<file path="src/rtl/nand_sector_reader.sv">
module nand_sector_reader #(
  parameter int ROW_BYTES = 3,
  parameter int CNT_W = 4,
  parameter int TO_W = 16,
  parameter logic [7:0] RD_CMD = 8'h00,
  parameter logic [7:0] OOB_CMD = 8'h50,
  parameter logic [7:0] CONF_CMD = 8'h30
) (
  input  logic                   clk,
  input  logic                   rst_n,
  input  logic                   start,
  input  logic [8*ROW_BYTES-1:0] page_row,
  input  logic [CNT_W-1:0]       sector_count,
  input  logic                   bus_wide,
  input  logic [TO_W-1:0]        timeout_limit,
  output logic                   op_valid,
  input  logic                   op_ready,
  output logic [1:0]             op_kind,
  output logic [7:0]             op_byte,
  output logic                   ecc_len512,
  output logic                   ecc_en,
  input  logic                   ecc_ready,
  input  logic [3:0]             ecc_nerr,
  output logic                   busy,
  output logic                   sector_done,
  output logic [CNT_W-1:0]       sector_index,
  output logic                   page_done,
  output logic                   timeout_err,
  output logic [3:0]             max_flips,
  output logic                   page_fail
);
  localparam int SECTOR_BYTES = 512;
  localparam int ECC_BYTES = 13;
  localparam int ROW_W = 8 * ROW_BYTES;
  localparam int KW = $clog2(ROW_BYTES + 4);
  localparam int XW = $clog2(SECTOR_BYTES) + 1;
  localparam logic [KW-1:0] K_ROW0 = KW'(3);
  localparam logic [KW-1:0] K_LAST = KW'(ROW_BYTES + 3);
  localparam logic [1:0] K_CMD = 2'd0, K_ADDR = 2'd1, K_READ = 2'd2;

  typedef enum logic [2:0] {
    S_IDLE, S_CMD, S_ARM_OFF, S_ARM_ON, S_XFER, S_WAIT, S_SDONE, S_ABORT
  } state_t;

  state_t           st;
  logic [ROW_W-1:0] row_q;
  logic [CNT_W-1:0] cnt_q, sec_q;
  logic             wide_q, spare_q;
  logic [KW-1:0]    k_q;
  logic [XW-1:0]    x_q;
  logic [TO_W-1:0]  w_q;

  wire             last_sec = sec_q == cnt_q - 1'b1;
  wire [15:0]      col_data = 16'(sec_q) << 9;
  wire [15:0]      col_spare = (cnt_q == CNT_W'(1)) ? 16'd0 : (16'(sec_q) << 4) + 16'd2;
  wire [15:0]      col = spare_q ? col_spare : col_data;
  wire [KW-1:0]    rsel = k_q - K_ROW0;
  wire [ROW_W-1:0] row_sh = row_q >> {rsel, 3'b000};
  wire [XW-1:0]    x_lim = spare_q ? (wide_q ? XW'((ECC_BYTES + 1) / 2) : XW'(ECC_BYTES))
                                   : (wide_q ? XW'(SECTOR_BYTES / 2) : XW'(SECTOR_BYTES));
  wire             uncorr = ecc_nerr > 4'd8;

  assign busy         = st != S_IDLE;
  assign op_valid     = st == S_CMD || st == S_XFER;
  assign sector_done  = st == S_SDONE;
  assign page_done    = (st == S_SDONE && last_sec) || st == S_ABORT;
  assign timeout_err  = st == S_ABORT;
  assign sector_index = sec_q;

  always_comb begin
    op_kind = K_READ;
    op_byte = 8'h00;
    if (st == S_CMD) begin
      if (k_q == '0) begin
        op_kind = K_CMD;
        op_byte = spare_q ? OOB_CMD : RD_CMD;
      end else if (k_q == K_LAST) begin
        op_kind = K_CMD;
        op_byte = CONF_CMD;
      end else begin
        op_kind = K_ADDR;
        if (k_q == KW'(1))      op_byte = col[7:0];
        else if (k_q == KW'(2)) op_byte = col[15:8];
        else                    op_byte = row_sh[7:0];
      end
    end
  end

  always_ff @(posedge clk or negedge rst_n) begin
    if (!rst_n) begin
      st <= S_IDLE;
      row_q <= '0;
      cnt_q <= '0;
      sec_q <= '0;
      wide_q <= 1'b0;
      spare_q <= 1'b0;
      k_q <= '0;
      x_q <= '0;
      w_q <= '0;
      ecc_len512 <= 1'b0;
      ecc_en <= 1'b0;
      max_flips <= '0;
      page_fail <= 1'b0;
    end else begin
      case (st)
        S_IDLE:
          if (start && sector_count != '0) begin
            row_q <= page_row;
            cnt_q <= sector_count;
            wide_q <= bus_wide;
            sec_q <= '0;
            spare_q <= 1'b0;
            k_q <= '0;
            max_flips <= '0;
            page_fail <= 1'b0;
            st <= S_CMD;
          end
        S_CMD:
          if (op_ready) begin
            if (k_q == K_LAST) begin
              k_q <= '0;
              x_q <= '0;
              st <= spare_q ? S_XFER : S_ARM_OFF;
            end else begin
              k_q <= k_q + 1'b1;
            end
          end
        S_ARM_OFF: begin
          ecc_len512 <= 1'b1;
          ecc_en <= 1'b0;
          st <= S_ARM_ON;
        end
        S_ARM_ON: begin
          ecc_en <= 1'b1;
          x_q <= '0;
          st <= S_XFER;
        end
        S_XFER:
          if (op_ready) begin
            if (x_q == x_lim - 1'b1) begin
              x_q <= '0;
              w_q <= '0;
              if (spare_q) st <= S_WAIT;
              else begin
                spare_q <= 1'b1;
                k_q <= '0;
                st <= S_CMD;
              end
            end else begin
              x_q <= x_q + 1'b1;
            end
          end
        S_WAIT:
          if (ecc_ready) begin
            if (uncorr) page_fail <= 1'b1;
            else if (ecc_nerr > max_flips) max_flips <= ecc_nerr;
            st <= S_SDONE;
          end else if (w_q == timeout_limit) begin
            st <= S_ABORT;
          end else begin
            w_q <= w_q + 1'b1;
          end
        S_SDONE:
          if (last_sec) st <= S_IDLE;
          else begin
            sec_q <= sec_q + 1'b1;
            spare_q <= 1'b0;
            k_q <= '0;
            st <= S_CMD;
          end
        S_ABORT: st <= S_IDLE;
        default: st <= S_IDLE;
      endcase
    end
  end
endmodule


</file>
<file path="config.mk">
export PLATFORM = sky130hd
export DESIGN_NAME = nand_sector_reader
export DESIGN_NICKNAME = d
export VERILOG_FILES = /design/src/rtl/nand_sector_reader.sv
export SDC_FILE = /design/constraint.sdc
export NUM_CORES = 1
export LEC_CHECK = 0
export BUFFER_PORTS_ARGS = -buffer_cell sky130_fd_sc_hd__buf_2
export CAP_MARGIN = 30
export CORE_ASPECT_RATIO = 0.5
export CORE_MARGIN = 5
export CORE_UTILIZATION = 55
export CTS_CLUSTER_SIZE = 14
export DETAILED_ROUTE_END_ITERATION = 6
export PLACE_DENSITY = 0.9
export REMOVE_ABC_BUFFERS = 1
export SLEW_MARGIN = 15
export SYNTH_ARGS = -nofsm -noshare
export SYNTH_HDL_FRONTEND = slang
export SYNTH_SLANG_ARGS = --single-unit
</file>
<file path="constraint.sdc">
create_clock -name clk -period 3.3 [get_ports clk]
set_input_delay 0.33 -clock clk [delete_from_list [all_inputs] [get_ports clk]]
set_output_delay 0.33 -clock clk [all_outputs]
set_load 0.01 [all_outputs]
</file>
==> results.py, run 1 <==
metrics = {
    "sta": {
        "fin_setup_tns_ns": 0,
        "relSlewSlack_pct": 35.6,
        "tightest_slew_ns": 0.963,
        "skew_ns": 0.00862,
        "final_hold_viol_count": 0,
        "slew_violations": 0,
        "layout_setup_ws_ns": 0.186,
        "final.period_utilization_pct": 94.3,
        "finalCriticalPeriod_ns": 3.11,
        "rsz0062_at_grt": "false",
        "clock.fmax_ghz": 0.321,
        "finalSetupViolCount": 0,
    },
    "global_routing": {
        "met1_usage_pct": 28.4,
        "antenna_found_initial": 0,
        "grt_max_degree": 39,
        "overflow": 0,
        "grtUsageMet3_pct": 5.92,
        "grt_pass1_vias": 3590,
        "use_met2_pct": 36.9,
        "busiest_layer": "met2",
        "grt.total_usage_pct": 22.1,
        "grt_pass1_wl_mm": 17.5,
    },
    "cells_and_area": {
        "n_fill_cell": 615,
        "layout_commonest_cell": "buf_2",
        "regArea_um2": 1830,
        "layout_common_cells": "buf_2 (79), dfrtp_1 (73), nor2_1 (40)",
        "multiInputGateArea_um2": 2350,
        "layout.cells.non_filler": 646,
        "final_nets": 596,
        "drive_gt1_share_pct": 25.8,
        "final_core_util_pct": 65.7,
        "insertedDiodeCount": 0,
        "area_growth_syn_to_layout_pct": 18.3,
    },
    "placed_design": {
        "gp_routability_congestion": 0.905,
        "hpwl_mm": 7.47,
        "dpl.cell_count": 629,
        "dp_slack_ns": 0.362,
        "io_buffers": 79,
    },
    "setup_path": {
        "end_kind": "output port",
        "startpoint_type": "flop",
        "cp_data_arrival_time_ns": 2.78,
        "crit_fanout": 11,
        "criticalPathCategory": "flop to output port",
        "required_ns": 2.97,
    },
    "yosys": {
        "ys_ff_latch": 73,
        "syn_inst": 451,
        "yosysSeqAreaShare_pct": 41.8,
        "ys_types": 59,
        "synth_flop_cell": "dfrtp_1",
        "synth_area_per_cell_um2": 9.68,
        "synth-warning-count": 0,
        "async_reset_ff_share_pct": 100,
        "netlist_area_um2": 4370,
        "synth-edff-count": 0,
    },
    "clock_network": {
        "cts_buffers": 9,
        "clk_latency_ns": 0.34,
        "clock_path_buffers": 2,
        "post_cts_buffers": 0,
        "root_buffer": "clkbuf_16",
        "cts_tree": "yes",
        "cts.sinks": 73,
        "path_clk_slew_ns": 0.06,
        "ctsHtreeMaxLevel": 3,
    },
    "status": {
        "status": "completed",
    },
    "power": {
        "ir_worst_vdd_mv": 0.427,
        "leakage_nw": 2.38,
        "p_per_area_nw_per_um2": 795,
        "design_power_total_mw": 4.10,
    },
    "route": {
        "wl_per_cell_um": 15.9,
        "num_vias": 3706,
        "initialDrtViolationCount": 202,
        "drc": 0,
        "via_per_inst": 5.74,
        "postRouteAntennaNets": 0,
        "wirelength_mm": 10.3,
        "drt_pre_antenna_iters": 5,
    },
    "die": {
        "design.die.area_um2": 9930,
        "row_count": 23,
        "ios": 80,
        "die_y_um": 73.0,
        "initial_core_util_pct": 55.6,
        "die_w_um": 136,
        "core_area_um2": 7860,
    },
    "job": {
        "drv_cap": 0,
    },
    "hold_path": {
        "hold_class": "input pin to flop",
    },
}
-- metal layers --
layer  part of all wire, %  routed length [µm]
met5                     0                   0
met3                   6.0                 622
met4                   2.1                 213
met1                    44                4490
met2                    48                4970
-- final timing paths --
kind | startpoint | end | slack, ns | cells after the start
setup / recovery | k_q[0] | op_byte[6] | 0.19 | 9
hold / removal | page_row[21] | row_q[21] | 0.22 | 2
setup reg to reg | st[2] | max_flips[1] | 0.88 | 5
hold reg to reg | row_q[5] | row_q[5] | 0.51 | 1
max in group asynchronous | rst_n | w_q[0] | 2.02 | 3
min in group asynchronous | rst_n | row_q[5] | 0.50 | 2
-- critical path, cell delays in order, from the launching register on --
cell        delay (ns)
dfrtp_1           0.48
clkinvlp_4        0.24
ha_2              0.31
or3b_2            0.50
a21oi_2           0.22
a22oi_1           0.15
a211oi_1          0.27
a21oi_1           0.06
nor2_1            0.09
buf_2             0.13
-- cells by family (layout without fill, tap and decap cells) --
family | after synthesis | in the layout | share of synthesized area (%)
AND/OR/NAND/NOR | 157 | 157 | 19.0
AO/OA/AOI/OAI | 100 | 100 | 15.2
flip-flops | 73 | 73 | 41.8
buffers and inverters | 41 | 124 | 4.70
multiplexers | 36 | 36 | 9.03
XOR/XNOR | 31 | 31 | 6.53
adder cells (fa/ha/maj) | 13 | 13 | 3.73
-- layout make-up --
class / instances / share of cell area, %
clock buffers: 11 / 4.70
clock inverters: 5 / 1.53
inverters: 25 / 1.89
multi-input cells: 337 / 45.5
flip-flops and latches: 73 / 35.4
well taps: 112 / 2.71
repair buffers: 83 / 8.28
-- Yosys cell counts (2+ instances only) --
cell type | n | area (µm²)
xnor2_1 | 4 | 35.0
nor3_1 | 4 | 20.0
a31o_2 | 2 | 17.5
and2_1 | 2 | 12.5
nand3b_1 | 5 | 37.5
a31oi_1 | 5 | 31.3
o22ai_1 | 2 | 12.5
inv_1 | 24 | 90.1
nand2_1 | 32 | 120
or4_1 | 4 | 30.0
a21boi_0 | 2 | 15.0
o211ai_1 | 4 | 30.0
nor2_1 | 41 | 154
a22oi_1 | 5 | 37.5
a211oi_1 | 4 | 30.0
ha_1 | 13 | 163
o21ai_0 | 26 | 130
nand3_1 | 19 | 95.1
mux2i_1 | 9 | 90.1
o21ai_2 | 2 | 17.5
buf_6 | 4 | 45.0
mux2_2 | 27 | 304
nand4b_1 | 3 | 26.3
dfrtp_1 | 73 | 1830
nor4_1 | 6 | 37.5
a22o_1 | 5 | 43.8
or4b_1 | 3 | 30.0
nor2b_1 | 6 | 37.5
buf_2 | 8 | 40.0
buf_4 | 3 | 22.5
nand2b_1 | 8 | 50.1
a21oi_1 | 21 | 105
xor2_1 | 26 | 228
and3_1 | 6 | 37.5
o31ai_1 | 6 | 45.0
o2bb2ai_1 | 4 | 35.0
o21a_1 | 3 | 22.5
nand4_1 | 9 | 56.3
-- what timing repair did --
| item | in CTS | in global routing |
|---|---|---|
| setup endpoints to repair | 1 | 3 |
| endpoints found under the hold margin | 19 | 0 |
| gates cloned | 0 | 0 |
| hold buffers | 1 | 0 |
| gates resized for setup | 1 | 3 |
-- sequential cells by signal, indices dropped and copies added, names as in the netlist --
register	flops
row_q	24
w_q	16
x_q	10
cnt_q	4
max_flips	4
sector_index	4
k_q	3
st	3
ecc_en	1
ecc_len512	1
page_fail	1
spare_q	1
wide_q	1
-- where the power goes --
group | internal [mW] | switching [mW]
Sequential | 1.20 | 0.337
Combinational | 0.706 | 0.818
Clock | 0.681 | 0.366
Total | 2.58 | 1.52
-- metrics by stage --
| stage | hold slack, ns | instance area (µm²) |
|---|---|---|
| 2_1_floorplan | 0.0344 | 4260 |
| 3_3_place_gp | 0.293 | 4820 |
| 3_5_place_dp | 0.300 | 4820 |
| 4_1_cts | 0.214 | 5150 |
| 5_1_grt | 0.222 | 5160 |
| 6_report | 0.224 | 5160 |
Note: power is estimated with default switching activity, not from simulation.
==> run 2, diff against run 1 <==
- MAX_ROUTING_LAYER: default -> met4
==> run 2 against run 1 <==
Hold slack about the same. Total power increased by 0.14%. Via count increased by 0.30%. Clock-buffer cell count unchanged. Register-to-register slack improved by 0.02 ns. Sequential power about the same. Sequential share of layout area unchanged. Clock power about the same. Critical endpoint unchanged. Largest cell class unchanged. Largest power group unchanged.
==> results.py, run 2 (synthesis results as in run 1) <==
metrics = {
    "route": {
        "initialDrtViolationCount": 242,
        "wl_per_cell_um": 16.0,
        "num_vias": 3717,
        "via_per_inst": 5.75,
        "postRouteAntennaNets": 0,
        "wirelength_mm": 10.3,
        "drc": 0,
        "drt_pre_antenna_iters": 5,
    },
    "clock_network": {
        "cts_buffers": 9,
        "root_buffer": "clkbuf_16",
        "path_clk_slew_ns": 0.06,
        "cts_tree": "yes",
        "ctsHtreeMaxLevel": 3,
        "post_cts_buffers": 0,
        "clk_latency_ns": 0.34,
        "clock_path_buffers": 2,
        "cts.sinks": 73,
    },
    "die": {
        "die_y_um": 73.0,
        "initial_core_util_pct": 55.6,
        "design.die.area_um2": 9930,
        "core_area_um2": 7860,
        "ios": 80,
        "row_count": 23,
        "die_w_um": 136,
    },
    "setup_path": {
        "crit_path_max_incr_delay_ns": 0.50,
        "slowest_stage": "or3b_2",
        "cp_data_arrival_time_ns": 2.78,
        "worst-path-buf-inv": 2,
        "startpoint_type": "flop",
        "crit_chain": "clkinvlp_4 -> ha_2 -> or3b_2 -> a21oi_2 -> a22oi_1 -> a211oi_1 -> a21oi_1 -> nor2_1 -> buf_2",
        "crit_fanout": 11,
        "required_ns": 2.97,
        "cp_top_family": "compound AO/OA/AOI/OAI gates",
        "criticalPathCategory": "flop to output port",
        "end_kind": "output port",
    },
    "cells_and_area": {
        "insertedDiodeCount": 0,
        "layout_common_cells": "buf_2 (79), dfrtp_1 (73), nor2_1 (40)",
        "final_core_util_pct": 65.7,
        "reg_top3": "row_q x24, w_q x16, x_q x10",
        "largest_reg_flops": 24,
        "drive_gt1_share_pct": 25.8,
        "top_register": "row_q",
        "area_growth_syn_to_layout_pct": 18.3,
        "layout_commonest_cell": "buf_2",
        "final_nets": 596,
        "layout.cells.non_filler": 646,
    },
    "sta": {
        "relSlewSlack_pct": 36.6,
        "skew_ns": 0.00877,
        "finalSetupViolCount": 0,
        "clock.fmax_ghz": 0.322,
        "rsz0062_at_grt": "false",
        "fin_setup_tns_ns": 0,
        "final.period_utilization_pct": 94.1,
        "tightest_slew_ns": 0.948,
        "final_hold_viol_count": 0,
        "slew_violations": 0,
        "finalCriticalPeriod_ns": 3.11,
    },
    "global_routing": {
        "grt_max_degree": 39,
        "grt.total_usage_pct": 22.8,
        "grt_pass1_wl_mm": 17.5,
        "antenna_found_initial": 0,
        "overflow": 0,
        "grt_pass1_vias": 3591,
    },
    "job": {
        "drv_cap": 0,
    },
    "power": {
        "design_power_total_mw": 4.11,
        "p_per_area_nw_per_um2": 796,
        "leakage_nw": 2.38,
        "ir_worst_vdd_mv": 0.426,
    },
    "placed_design": {
        "gp_routability_congestion": 0.921,
        "dpl.cell_count": 629,
        "io_buffers": 79,
        "hpwl_mm": 7.47,
    },
    "status": {
        "status": "completed",
    },
    "hold_path": {
        "hold_class": "input pin to flop",
    },
}
run 2: cell counts in the layout (fill, tap and decap cells not counted):
Identical to the previous run, type by type.
run 2: final cells by class:
type / instances / area, µm²
repair buffers: 83 / 428
fillers: 615 / 2690
well taps: 112 / 140
clock buffers: 11 / 243
multi-input cells: 337 / 2350
clock inverters: 5 / 78.8
inverters: 25 / 97.6
flip-flops and latches: 73 / 1830
run 2: final timing paths:
| check | startpoint | end | slack [ns] | cells past startpoint |
|---|---|---|---|---|
| min reg2reg | row_q[5] | row_q[5] | 0.51 | 1 |
| max reg2reg | st[2] | max_flips[1] | 0.90 | 5 |
| max in group asynchronous | rst_n | w_q[0] | 2.01 | 3 |
| min in group asynchronous | rst_n | row_q[11] | 0.50 | 2 |
| min | page_row[21] | row_q[21] | 0.22 | 2 |
| max | k_q[0] | op_byte[6] | 0.19 | 9 |
run 2: stage by stage:
step                      hold WS, ns  worst slack (ns)  instance area, µm²
after floorplan                0.0344             0.363                4260
after global placement          0.293             0.498                4820
after detailed placement        0.300             0.362                4820
after CTS                       0.214            0.0773                5150
after global routing            0.222            0.0252                5160
final                           0.224             0.194                5160
run 2: report_power, final:
part           switching (mW)  internal, mW
combinational           0.821         0.706
sequential              0.339          1.20
clock                   0.367         0.681
total                    1.53          2.58
run 2: per-layer routing:
metal	global-route usage [%]	part of all wire, %
met3	5.79	5.7
met1	28.7	44
met2	36.7	48
met4	7.04	1.6
met5	-	0
run 2: timing repair:
| action | in CTS | in global routing |
|---|---|---|
| hold buffers | 1 | 0 |
| resized for setup | 1 | 3 |
| endpoints found under the hold margin | 19 | 0 |
| endpoints found under the setup margin | 1 | 3 |
| pin swaps | 0 | 0 |
==> run 3, diff against run 2 <==
- clock period: 3.3 -> 3.2 ns (I/O delays scaled with it)
==> run 3 against run 2 <==
Sequential cell count did not move. First-iteration DRC count is 0.41% higher. Clock skew down 0.0035 ns. Cell count up 0.62%. Utilization grew 0.72 points. Sequential power grew 3%. Sequential share of layout area shrank 0.38 points. Clock-buffer cell count stayed put. Largest cell class unchanged. Highest routed layer unchanged.
==> results.py, run 3 (synthesis results as in run 1) <==
metrics = {
    "clock_network": {
        "cts_tree": "yes",
        "cts.sinks": 73,
        "clk_latency_ns": 0.33,
        "root_buffer": "clkbuf_16",
        "path_clk_slew_ns": 0.06,
        "ctsHtreeMaxLevel": 3,
        "clock_path_buffers": 2,
        "cts_buffers": 9,
    },
    "sta": {
        "finalSetupViolCount": 0,
        "tightest_slew_ns": 0.569,
        "finalCriticalPeriod_ns": 3.09,
        "layout_setup_ws_ns": 0.111,
        "final.period_utilization_pct": 96.5,
        "holdWs_ns": 0.208,
        "clock.fmax_ghz": 0.324,
        "relSlewSlack_pct": 62.1,
        "final_hold_viol_count": 0,
        "slew_violations": 0,
        "fin_setup_tns_ns": 0,
        "skew_ns": 0.00525,
    },
    "setup_path": {
        "slowest_stage": "dfrtp_1",
        "cp_data_arrival_time_ns": 2.77,
        "cpMostUsedCell": "a21oi_1",
        "crit_path_max_incr_delay_ns": 0.50,
        "criticalPathCategory": "flop to output port",
        "crit_fanout": 7,
        "crit_chain": "clkinvlp_4 -> ha_1 -> or3b_2 -> a21oi_1 -> a22oi_1 -> a211oi_1 -> a21oi_1 -> nor2_1 -> buf_2",
        "startpoint_type": "flop",
        "required_ns": 2.88,
        "worst-path-buf-inv": 2,
        "cp_top_family": "compound AO/OA/AOI/OAI gates",
        "end_kind": "output port",
    },
    "job": {
        "drv_cap": 0,
    },
    "route": {
        "drt_pre_antenna_iters": 5,
        "drc": 0,
        "initialDrtViolationCount": 243,
        "wirelength_mm": 10.6,
        "num_vias": 3795,
        "via_per_inst": 5.84,
        "postRouteAntennaNets": 0,
        "wl_per_cell_um": 16.3,
    },
    "power": {
        "ir_worst_vdd_mv": 0.565,
        "leakage_nw": 2.41,
        "p_per_area_nw_per_um2": 821,
        "cellInternalPower_mw": 2.68,
        "p_switching_mw": 1.61,
        "switching_share_pct": 37.5,
        "p_comb_share_pct": 37.8,
        "p_seq_share_pct": 37.2,
        "clkPwrFrac_pct": 25.0,
    },
    "die": {
        "die_w_um": 136,
        "design.die.area_um2": 9930,
        "row_count": 23,
        "initial_core_util_pct": 55.6,
        "die_y_um": 73.0,
        "ios": 80,
        "core_area_um2": 7860,
    },
    "cells_and_area": {
        "area_growth_syn_to_layout_pct": 19.6,
        "largest_reg_flops": 24,
        "top_register": "row_q",
        "layout_commonest_cell": "buf_2",
        "design_area_um2": 5220,
        "insertedDiodeCount": 0,
        "layout_common_cells": "buf_2 (79), dfrtp_1 (73), nor2_1 (40)",
        "reg_top3": "row_q x24, w_q x16, x_q x10",
        "drive_gt1_share_pct": 26.0,
        "final_nets": 600,
        "n_fill_cell": 600,
    },
    "placed_design": {
        "dp_slack_ns": 0.371,
        "hpwl_mm": 7.73,
        "dpl-instance-area_um2": 4860,
        "gp_routability_congestion": 0.902,
        "io_buffers": 79,
    },
    "global_routing": {
        "grt_pass1_vias": 3593,
        "antenna_found_initial": 0,
        "grt_max_degree": 39,
        "grt.total_usage_pct": 22.9,
        "overflow": 0,
        "grt_pass1_wl_mm": 17.4,
    },
    "hold_path": {
        "hold_class": "input pin to flop",
    },
    "status": {
        "status": "completed",
    },
}
run 3: cell count changes in the layout (fill, tap and decap cells not counted):
cell | before | now
a21oi_2 | 1 | 0
a21oi_1 | 20 | 21
buf_16 | 0 | 1
buf_12 | 0 | 1
ha_1 | 11 | 12
buf_4 | 3 | 5
ha_2 | 2 | 1
run 3: timing repair:
action,in CTS,in global routing
resized for setup,1,1
endpoints found under the hold margin,20,0
hold buffers,1,0
endpoints found under the setup margin,2,3
buffers inserted,0,1
run 3: final cells by class:
cell class / instances / area [µm²] / share of cell area, %
clock buffer: 11 / 243 / 4.65
clock inverter: 5 / 78.8 / 1.51
inverter: 25 / 97.6 / 1.87
multi-input combinational: 337 / 2340 / 44.9
sequential: 73 / 1830 / 35.0
tap: 112 / 140 / 2.68
timing repair buffer: 87 / 490 / 9.39
run 3: power groups by stage:
stage / sequential (mW) / clock [mW] / combinational, mW
5_1_grt: 1.63 / 1.13 / 1.80
3_5_place_dp: 1.60 / 0 / 1.56
6_report: 1.59 / 1.07 / 1.62
4_1_cts: 1.58 / 1.09 / 1.59
2_1_floorplan: 1.51 / 0 / 1.13
3_3_place_gp: 1.58 / 0 / 1.49
run 3: tightest hold or removal path, cell delays in order:
cell and delay, ns:
buf_2 0.09, nand2_1 0.04, o21ai_0 0.06
run 3: path summary, 6_finish.rpt:
path	from	endpoint	slack, ns	depth (start not counted)
worst min register to register	row_q[11]	row_q[11]	0.51	1
worst min-delay path	sector_count[1]	cnt_q[1]	0.21	3
max in group asynchronous	rst_n	row_q[12]	1.87	4
worst max register to register	st[2]	w_q[13]	0.85	4
min in group asynchronous	rst_n	row_q[19]	0.51	2
worst max-delay path	k_q[0]	op_byte[6]	0.11	9
run 3: per-stage QoR:
step | utilization, % | instances | power (mW)
after global placement | 61.5 | 630 | 3.06
final | 66.5 | 650 | 4.29
after CTS | 66.1 | 648 | 4.25
after global routing | 66.5 | 650 | 4.56
after detailed placement | 61.8 | 631 | 3.15
after floorplan | - | 435 | 2.64
run 3: layer usage:
layer / GRT usage (%) / vias to the layer above / wire [µm]
met5: - / - / 0
li1: - / 1795 / -
met2: 36.8 / 155 / 5060
met3: 5.58 / 23 / 690
met1: 28.9 / 1822 / 4580
met4: 7.04 / 0 / 231
